[config.mk]
export PLATFORM = sky130hd
export DESIGN_NAME = sertx_dbuf
export DESIGN_NICKNAME = d
export VERILOG_FILES = /design/src/rtl/sertx_pkg.sv /design/src/rtl/sertx_sync.sv /design/src/rtl/sertx_rate.sv /design/src/rtl/sertx_shift.sv /design/src/rtl/sertx_dbuf.sv
export SDC_FILE = /design/constraint.sdc
export NUM_CORES = 1
export LEC_CHECK = 0
export BUFFER_PORTS_ARGS = -buffer_cell sky130_fd_sc_hd__buf_2
export CAP_MARGIN = 20
export CORE_MARGIN = 2
export CORE_UTILIZATION = 55
export DETAILED_ROUTE_END_ITERATION = 16
export PLACE_DENSITY = 0.75
export SETUP_SLACK_MARGIN = 0.5
export SYNTH_ARGS = -nofsm -noshare
export SYNTH_HDL_FRONTEND = slang
export SYNTH_SLANG_ARGS = --single-unit
[constraint.sdc]
create_clock -name clk -period 3.45 [get_ports clk]
set_input_delay 0.69 -clock clk [delete_from_list [all_inputs] [get_ports clk]]
set_output_delay 0.69 -clock clk [all_outputs]
set_load 0.02 [all_outputs]
[src/rtl/sertx_pkg.sv]
package sertx_pkg;

   localparam int DATA_W = 9;

   typedef struct packed {
      logic [1:0] width_code;
      logic [1:0] par_code;
      logic       two_stop;
   } fmt_t;

   function automatic int data_len(input logic [1:0] code);
      case (code)
         2'd0:    return 7;
         2'd2:    return 9;
         default: return 8;
      endcase
   endfunction

   function automatic logic parity_on(input logic [1:0] code);
      return (code == 2'd1) || (code == 2'd2);
   endfunction

endpackage

[src/rtl/sertx_sync.sv]
module sertx_sync #(
   parameter int   STAGES  = 2,
   parameter logic RST_VAL = 1'b1
) (
   input  logic clk,
   input  logic rst_n,
   input  logic d,
   output logic q
);
   if (STAGES < 2) begin : g_bad_stages
      $error("sertx_sync needs at least two stages");
   end

   logic [STAGES-1:0] chain;

   always_ff @(posedge clk or negedge rst_n) begin
      if (!rst_n) chain <= {STAGES{RST_VAL}};
      else        chain <= {chain[STAGES-2:0], d};
   end

   assign q = chain[STAGES-1];
endmodule

[src/rtl/sertx_rate.sv]
module sertx_rate #(
   parameter int DIV_W = 8,
   parameter int OVS   = 16
) (
   input  logic             clk,
   input  logic             rst_n,
   input  logic             restart,
   input  logic             run,
   input  logic [DIV_W-1:0] div,
   output logic             bit_end
);
   localparam int OVS_W = $clog2(OVS);
   localparam int CNT_W = DIV_W + OVS_W + 1;

   if (OVS < 2) begin : g_bad_ovs
      $error("sertx_rate oversampling factor must be at least 2");
   end

   logic [CNT_W-1:0] cnt;
   logic [CNT_W-1:0] divp1;
   logic [CNT_W-1:0] last;

   assign divp1 = CNT_W'(div) + CNT_W'(1);

   if ((OVS & (OVS - 1)) == 0) begin : g_pow2
      assign last = (divp1 << OVS_W) - CNT_W'(1);
   end else begin : g_mult
      assign last = divp1 * CNT_W'(OVS) - CNT_W'(1);
   end

   assign bit_end = run && (cnt == last);

   always_ff @(posedge clk or negedge rst_n) begin
      if (!rst_n)       cnt <= '0;
      else if (restart) cnt <= '0;
      else if (run)     cnt <= bit_end ? '0 : cnt + CNT_W'(1);
   end

   // the phase counter never passes the end of a bit period
   p_cnt_bound_r5: assert property (@(posedge clk) disable iff (!rst_n)
      run |-> cnt <= last);
endmodule

[src/rtl/sertx_shift.sv]
module sertx_shift
   import sertx_pkg::*;
(
   input  logic              clk,
   input  logic              rst_n,
   input  logic              load,
   input  logic [DATA_W-1:0] data,
   input  fmt_t              fmt,
   input  logic              bit_end,
   output logic              txd,
   output logic              busy,
   output logic              frame_done
);
   localparam int FW = DATA_W + 3;
   localparam int LW = $clog2(FW + 2);

   logic [FW-1:0] body;
   logic [FW-1:0] sreg;
   logic [LW-1:0] left;
   logic [LW-1:0] left_init;

   always_comb begin
      int  dl;
      logic pbit;
      body = '1;
      dl   = data_len(fmt.width_code);
      pbit = 1'b0;
      for (int i = 0; i < DATA_W; i++) begin
         if (i < dl) begin
            body[i] = data[i];
            pbit    = pbit ^ data[i];
         end
      end
      if (parity_on(fmt.par_code)) begin
         body[dl] = (fmt.par_code == 2'd2) ? ~pbit : pbit;
      end
      left_init = LW'(dl + (parity_on(fmt.par_code) ? 1 : 0) + (fmt.two_stop ? 2 : 1));
   end

   assign frame_done = busy && bit_end && (left == '0);

   always_ff @(posedge clk or negedge rst_n) begin
      if (!rst_n) begin
         sreg <= '1;
         left <= '0;
         txd  <= 1'b1;
         busy <= 1'b0;
      end else if (load) begin
         sreg <= body;
         left <= left_init;
         txd  <= 1'b0;
         busy <= 1'b1;
      end else if (frame_done) begin
         busy <= 1'b0;
         txd  <= 1'b1;
      end else if (busy && bit_end) begin
         txd  <= sreg[0];
         sreg <= {1'b1, sreg[FW-1:1]};
         left <= left - LW'(1);
      end
   end

   // line stays high with no frame in progress
   p_idle_line_r1: assert property (@(posedge clk) disable iff (!rst_n)
      !busy |-> txd);
   // every new frame opens with a low start bit
   p_start_bit_r2: assert property (@(posedge clk) disable iff (!rst_n)
      $rose(busy) |-> !txd);
   // the bit ending a frame is a high stop bit
   p_stop_high_r4: assert property (@(posedge clk) disable iff (!rst_n)
      frame_done |-> txd);
endmodule

[src/rtl/sertx_dbuf.sv]
module sertx_dbuf
   import sertx_pkg::*;
#(
   parameter int DIV_W    = 8,
   parameter int OVS      = 16,
   parameter int CTS_SYNC = 2
) (
   input  logic              clk,
   input  logic              rst_n,
   input  logic              tx_en,
   input  logic              cts_en,
   input  logic              cts_n,
   input  logic              irq_sel,
   input  logic [DIV_W-1:0]  div_n,
   input  logic [1:0]        width_code,
   input  logic [1:0]        par_code,
   input  logic              two_stop,
   input  logic              wr_en,
   input  logic [DATA_W-1:0] wr_data,
   output logic              buf_empty,
   output logic              txd,
   output logic              irq
);
   logic              buf_full;
   logic [DATA_W-1:0] buf_q;
   logic [DIV_W-1:0]  div_q;
   logic              cts_s;
   logic              busy;
   logic              frame_done;
   logic              bit_end;
   logic              load;
   logic              irq_q;
   fmt_t              fmt;

   assign fmt = '{width_code: width_code, par_code: par_code, two_stop: two_stop};

   sertx_sync #(.STAGES(CTS_SYNC), .RST_VAL(1'b1)) u_cts (
      .clk(clk), .rst_n(rst_n), .d(cts_n), .q(cts_s));

   assign load = buf_full && tx_en && (!cts_en || !cts_s) && (!busy || frame_done);

   always_ff @(posedge clk or negedge rst_n) begin
      if (!rst_n) begin
         buf_full <= 1'b0;
         buf_q    <= '0;
         div_q    <= '0;
         irq_q    <= 1'b0;
      end else begin
         if (load) begin
            buf_full <= 1'b0;
            div_q    <= div_n;
         end else if (wr_en && !buf_full) begin
            buf_full <= 1'b1;
            buf_q    <= wr_data;
         end
         irq_q <= irq_sel ? frame_done : load;
      end
   end

   sertx_rate #(.DIV_W(DIV_W), .OVS(OVS)) u_rate (
      .clk(clk), .rst_n(rst_n), .restart(load), .run(busy),
      .div(div_q), .bit_end(bit_end));

   sertx_shift u_shift (
      .clk(clk), .rst_n(rst_n), .load(load), .data(buf_q), .fmt(fmt),
      .bit_end(bit_end), .txd(txd), .busy(busy), .frame_done(frame_done));

   assign buf_empty = !buf_full;
   assign irq       = irq_q;

   // a held character is neither replaced nor lost until it loads
   p_full_write_ignored_r6: assert property (@(posedge clk) disable iff (!rst_n)
      buf_full && !load |=> $stable(buf_q) && !buf_empty);
   // transmitter disabled keeps an idle line idle
   p_tx_en_hold_r7: assert property (@(posedge clk) disable iff (!rst_n)
      !tx_en && !busy |=> !busy);
   // synchronized clear-to-send high blocks a start
   p_cts_hold_r8: assert property (@(posedge clk) disable iff (!rst_n)
      cts_en && cts_s && !busy |=> !busy);
   // load-cause interrupt accompanies each new frame
   p_irq_on_load_r10: assert property (@(posedge clk) disable iff (!rst_n)
      $rose(busy) && !$past(irq_sel) |-> irq);
   // the request is a single-cycle pulse
   p_irq_pulse_r11: assert property (@(posedge clk) disable iff (!rst_n)
      irq && !busy |=> !irq);
endmodule

==> flow_metrics.py <==
metrics = {
    "critical_path": {
        "critPathLaunchType": "register",
        "critical_path.max_fanout": 5,
        "reg2reg_depth": 9,
        "cpMaxStageDelayCell": "or4b_4",
        "worstPathRequired_ns": 3.65,
        "crit_chain": "ha_4 > or4b_4 > o22ai_4 > and4b_1 > nor3_2 > nor4b_4 > and4_4 > or2_4 > mux2_4",
        "max_stage_delay_ns": 0.49,
        "arrival_ns": 3.19,
        "critPathCaptureType": "register",
        "crit_type": "register to register",
    },
    "floorplanning": {
        "die_x_um": 80.7,
        "start_util": 0.577,
        "core_sq_um": 5610,
        "dieArea_sq_um": 6510,
        "placementRows": 27,
        "die_h_um": 80.7,
        "io_pins": 32,
    },
    "placement": {
        "post-place-ws_ns": 0.370,
        "gp_congestion": 0.881,
        "hpwl_mm": 4.78,
        "io_buffer_count": 31,
        "placed_cells": 424,
    },
    "global_routing": {
        "antenna_found_initial": 0,
        "grt_pass1_vias": 2455,
        "grt_overflow_total": 0,
        "grt_max_degree": 36,
        "grt_util_all_layers": 0.223,
        "grt_pass1_wl_mm": 11.3,
    },
    "cells_and_area": {
        "final_net_count": 410,
        "multiInputGateArea_sq_um": 1870,
        "final_cell_mix": "dfrtp_1 (35), buf_2 (31), nor2_1 (26), nand2_1 (23), o21ai_0 (22)",
        "fin_cells": 446,
        "register_area_sq_um": 1270,
        "nFillCells": 425,
        "layout_commonest_cell": "dfrtp_1",
        "drive_gt1_frac": 0.307,
        "utilization": 0.668,
        "synthToLayoutAreaGrowth_pct": 15.8,
        "antenna_cells": 0,
    },
    "drt": {
        "dr.pass1.iters": 4,
        "drc_errors": 0,
        "routed_wl_mm": 7.18,
        "antenna_left": 0,
        "viasPerCell": 5.99,
        "wl_per_cell_um": 16.1,
        "num_vias": 2670,
        "drt_iter0_markers": 230,
    },
    "synth": {
        "synth-main-ff-cell": "dfrtp_1",
        "yosys.cell_types.count": 63,
        "yosys_warnings": 0,
        "syn_area_per_cell_sq_um": 9.68,
        "ys_seq_area_frac": 0.392,
        "synthArstFlopShare": 1.00,
        "synth_nets": 371,
        "synth_edf_count": 0,
        "syn_inst": 334,
        "syn_area_sq_um": 3230,
        "synth-seq-cells": 50,
    },
    "sta": {
        "min_period_ns": 2.99,
        "rsz0062_at_grt": "true",
        "finalSetupViolations": 0,
        "finalWorstSetupSlack_ns": 0.461,
        "relSlewSlack": 0.414,
        "tns_ns": 0,
        "final_hold_viol_count": 0,
        "max_freq_mhz": 335,
        "clock_skew_ns": 0.00971,
        "worst_hold_slack_ns": 0.362,
        "worstMarginPinSlew_ns": 0.878,
        "drv_slew": 0,
        "post-route-period-util": 0.867,
    },
    "clocking": {
        "hold_buffers": 0,
        "cts_tree": "yes",
        "cts_buffers": 5,
        "cts_root_buf": "clkbuf_8",
        "clock_sinks": 50,
        "worstSkewPairLatency_ns": 0.31,
        "h-tree-depth": 2,
        "clk_pin_slew_ns": 0.09,
        "clock_path_buffers": 2,
    },
    "min_path": {
        "hp-class": "register to register",
        "min_delay_path_depth": 0,
    },
    "pwr": {
        "powerDensity_nw_per_um2": 656,
        "irDropWorstVdd_v": 0.000426,
        "leakage_nw": 1.63,
    },
    "run": {
        "cap_viol_max_count": 0,
    },
    "run_status": {
        "status": "complete, no violations",
    },
}
-- cells by family (layout without fill, tap and decap cells) --
logic type               Yosys count  after routing  share of synthesized area
AO/OA/AOI/OAI                     85             85                      0.191
XOR/XNOR                          29             29                     0.0786
adder cells (fa/ha/maj)            8              8                     0.0356
buffers and inverters             36             75                     0.0507
flip-flops                        50             50                      0.392
multiplexers                      18             18                     0.0700
AND/OR/NAND/NOR                  108            109                      0.182
-- through the flow --
stage	total power, mW	cell area (sq um)
final	2.45	3740
after detailed placement	1.97	3440
after global routing	2.63	3740
after CTS	2.42	3610
after global placement	1.95	3440
after floorplan	1.78	3230
-- where the power goes --
part	switching, mW	internal [mW]
registers	0.233	0.834
logic	0.458	0.523
clock network	0.194	0.214
total	0.885	1.57
-- timing repair --
item,CTS,global route
gates cloned,1,1
pin swaps,1,9
gates resized for setup,6,9
setup endpoints to repair,17,24
buffers inserted,4,8
-- synthesized netlist by cell type (2+ instances only) --
library cell / instances / area, sq um
a31oi_1: 14 / 87.6
xnor2_1: 19 / 166
buf_2: 5 / 25.0
o21ai_0: 22 / 110
ha_1: 6 / 75.1
fa_1: 2 / 40.0
o21ai_1: 6 / 30.0
nand2b_1: 2 / 12.5
mux2i_1: 2 / 20.0
mux2_2: 9 / 101
a2bb2oi_2: 7 / 105
mux2_4: 7 / 105
nor2_1: 26 / 97.6
and3_1: 10 / 62.6
and2_1: 2 / 12.5
nor2b_1: 3 / 18.8
inv_1: 14 / 52.6
nand2_1: 23 / 86.3
xor2_1: 10 / 87.6
clkbuf_1: 13 / 48.8
nand3b_1: 6 / 45.0
dfrtp_1: 37 / 926
o211ai_1: 3 / 22.5
nor4b_1: 3 / 26.3
o21a_1: 2 / 15.0
dfstp_2: 13 / 342
o2bb2ai_1: 2 / 17.5
nor3_1: 10 / 50.1
a21o_1: 2 / 15.0
nand4_1: 2 / 12.5
nand3_1: 10 / 50.1
a21oi_1: 11 / 55.1
-- routing by layer --
metal  wire (um)  track usage  vias to the layer above
met5           0            0                        -
met4         116       0.0508                        0
met3         307       0.0292                       10
met2        3350        0.361                       77
met1        3400        0.320                     1298
li1            -            -                     1285
-- worst paths after layout --
| check | from | to | slack [ns] |
|---|---|---|---|
| setup / recovery | div_q[1]$_DFFE_PN0P_ | div_q[4]$_DFFE_PN0P_ | 0.46 |
| hold reg to reg | u_cts.chain[0]$_DFF_PN1_ | u_cts.chain[1]$_DFF_PN1_ | 0.36 |
| max in group asynchronous | rst_n | u_shift.sreg[8]$_DFFE_PN1P_ | 2.28 |
| setup reg to reg | div_q[1]$_DFFE_PN0P_ | div_q[4]$_DFFE_PN0P_ | 0.46 |
| min in group asynchronous | rst_n | u_rate.cnt[5]$_DFFE_PN0P_ | 0.46 |
| hold / removal | u_cts.chain[0]$_DFF_PN1_ | u_cts.chain[1]$_DFF_PN1_ | 0.36 |
-- state kept, by name (all words and copies together), names as in the netlist --
register and cells:
buf_full 1, buf_q 9, div_q 8, irq 1, u_cts.chain 2, u_rate.cnt 13, u_shift.busy 1, u_shift.left 4
u_shift.sreg 10, u_shift.txd 1
-- worst max-delay path, delay by kind of cell (launching register included) --
kind | cells | cell delay [ns]
adder cells (fa/ha/maj) | 1 | 0.26
flip-flops | 1 | 0.47
AO/OA/AOI/OAI | 1 | 0.18
AND/OR/NAND/NOR | 6 | 1.66
multiplexers | 1 | 0.31
-- cell type report --
class                   instances  area share
clock buffers                   5      0.0184
clock inverters                 3      0.0107
inverters                      14      0.0140
multi-input cells             249       0.500
flip-flops and latches         50       0.339
well taps                      72      0.0241
repair buffers                 53      0.0936
No activity file was read; power rests on OpenSTA's default activity.
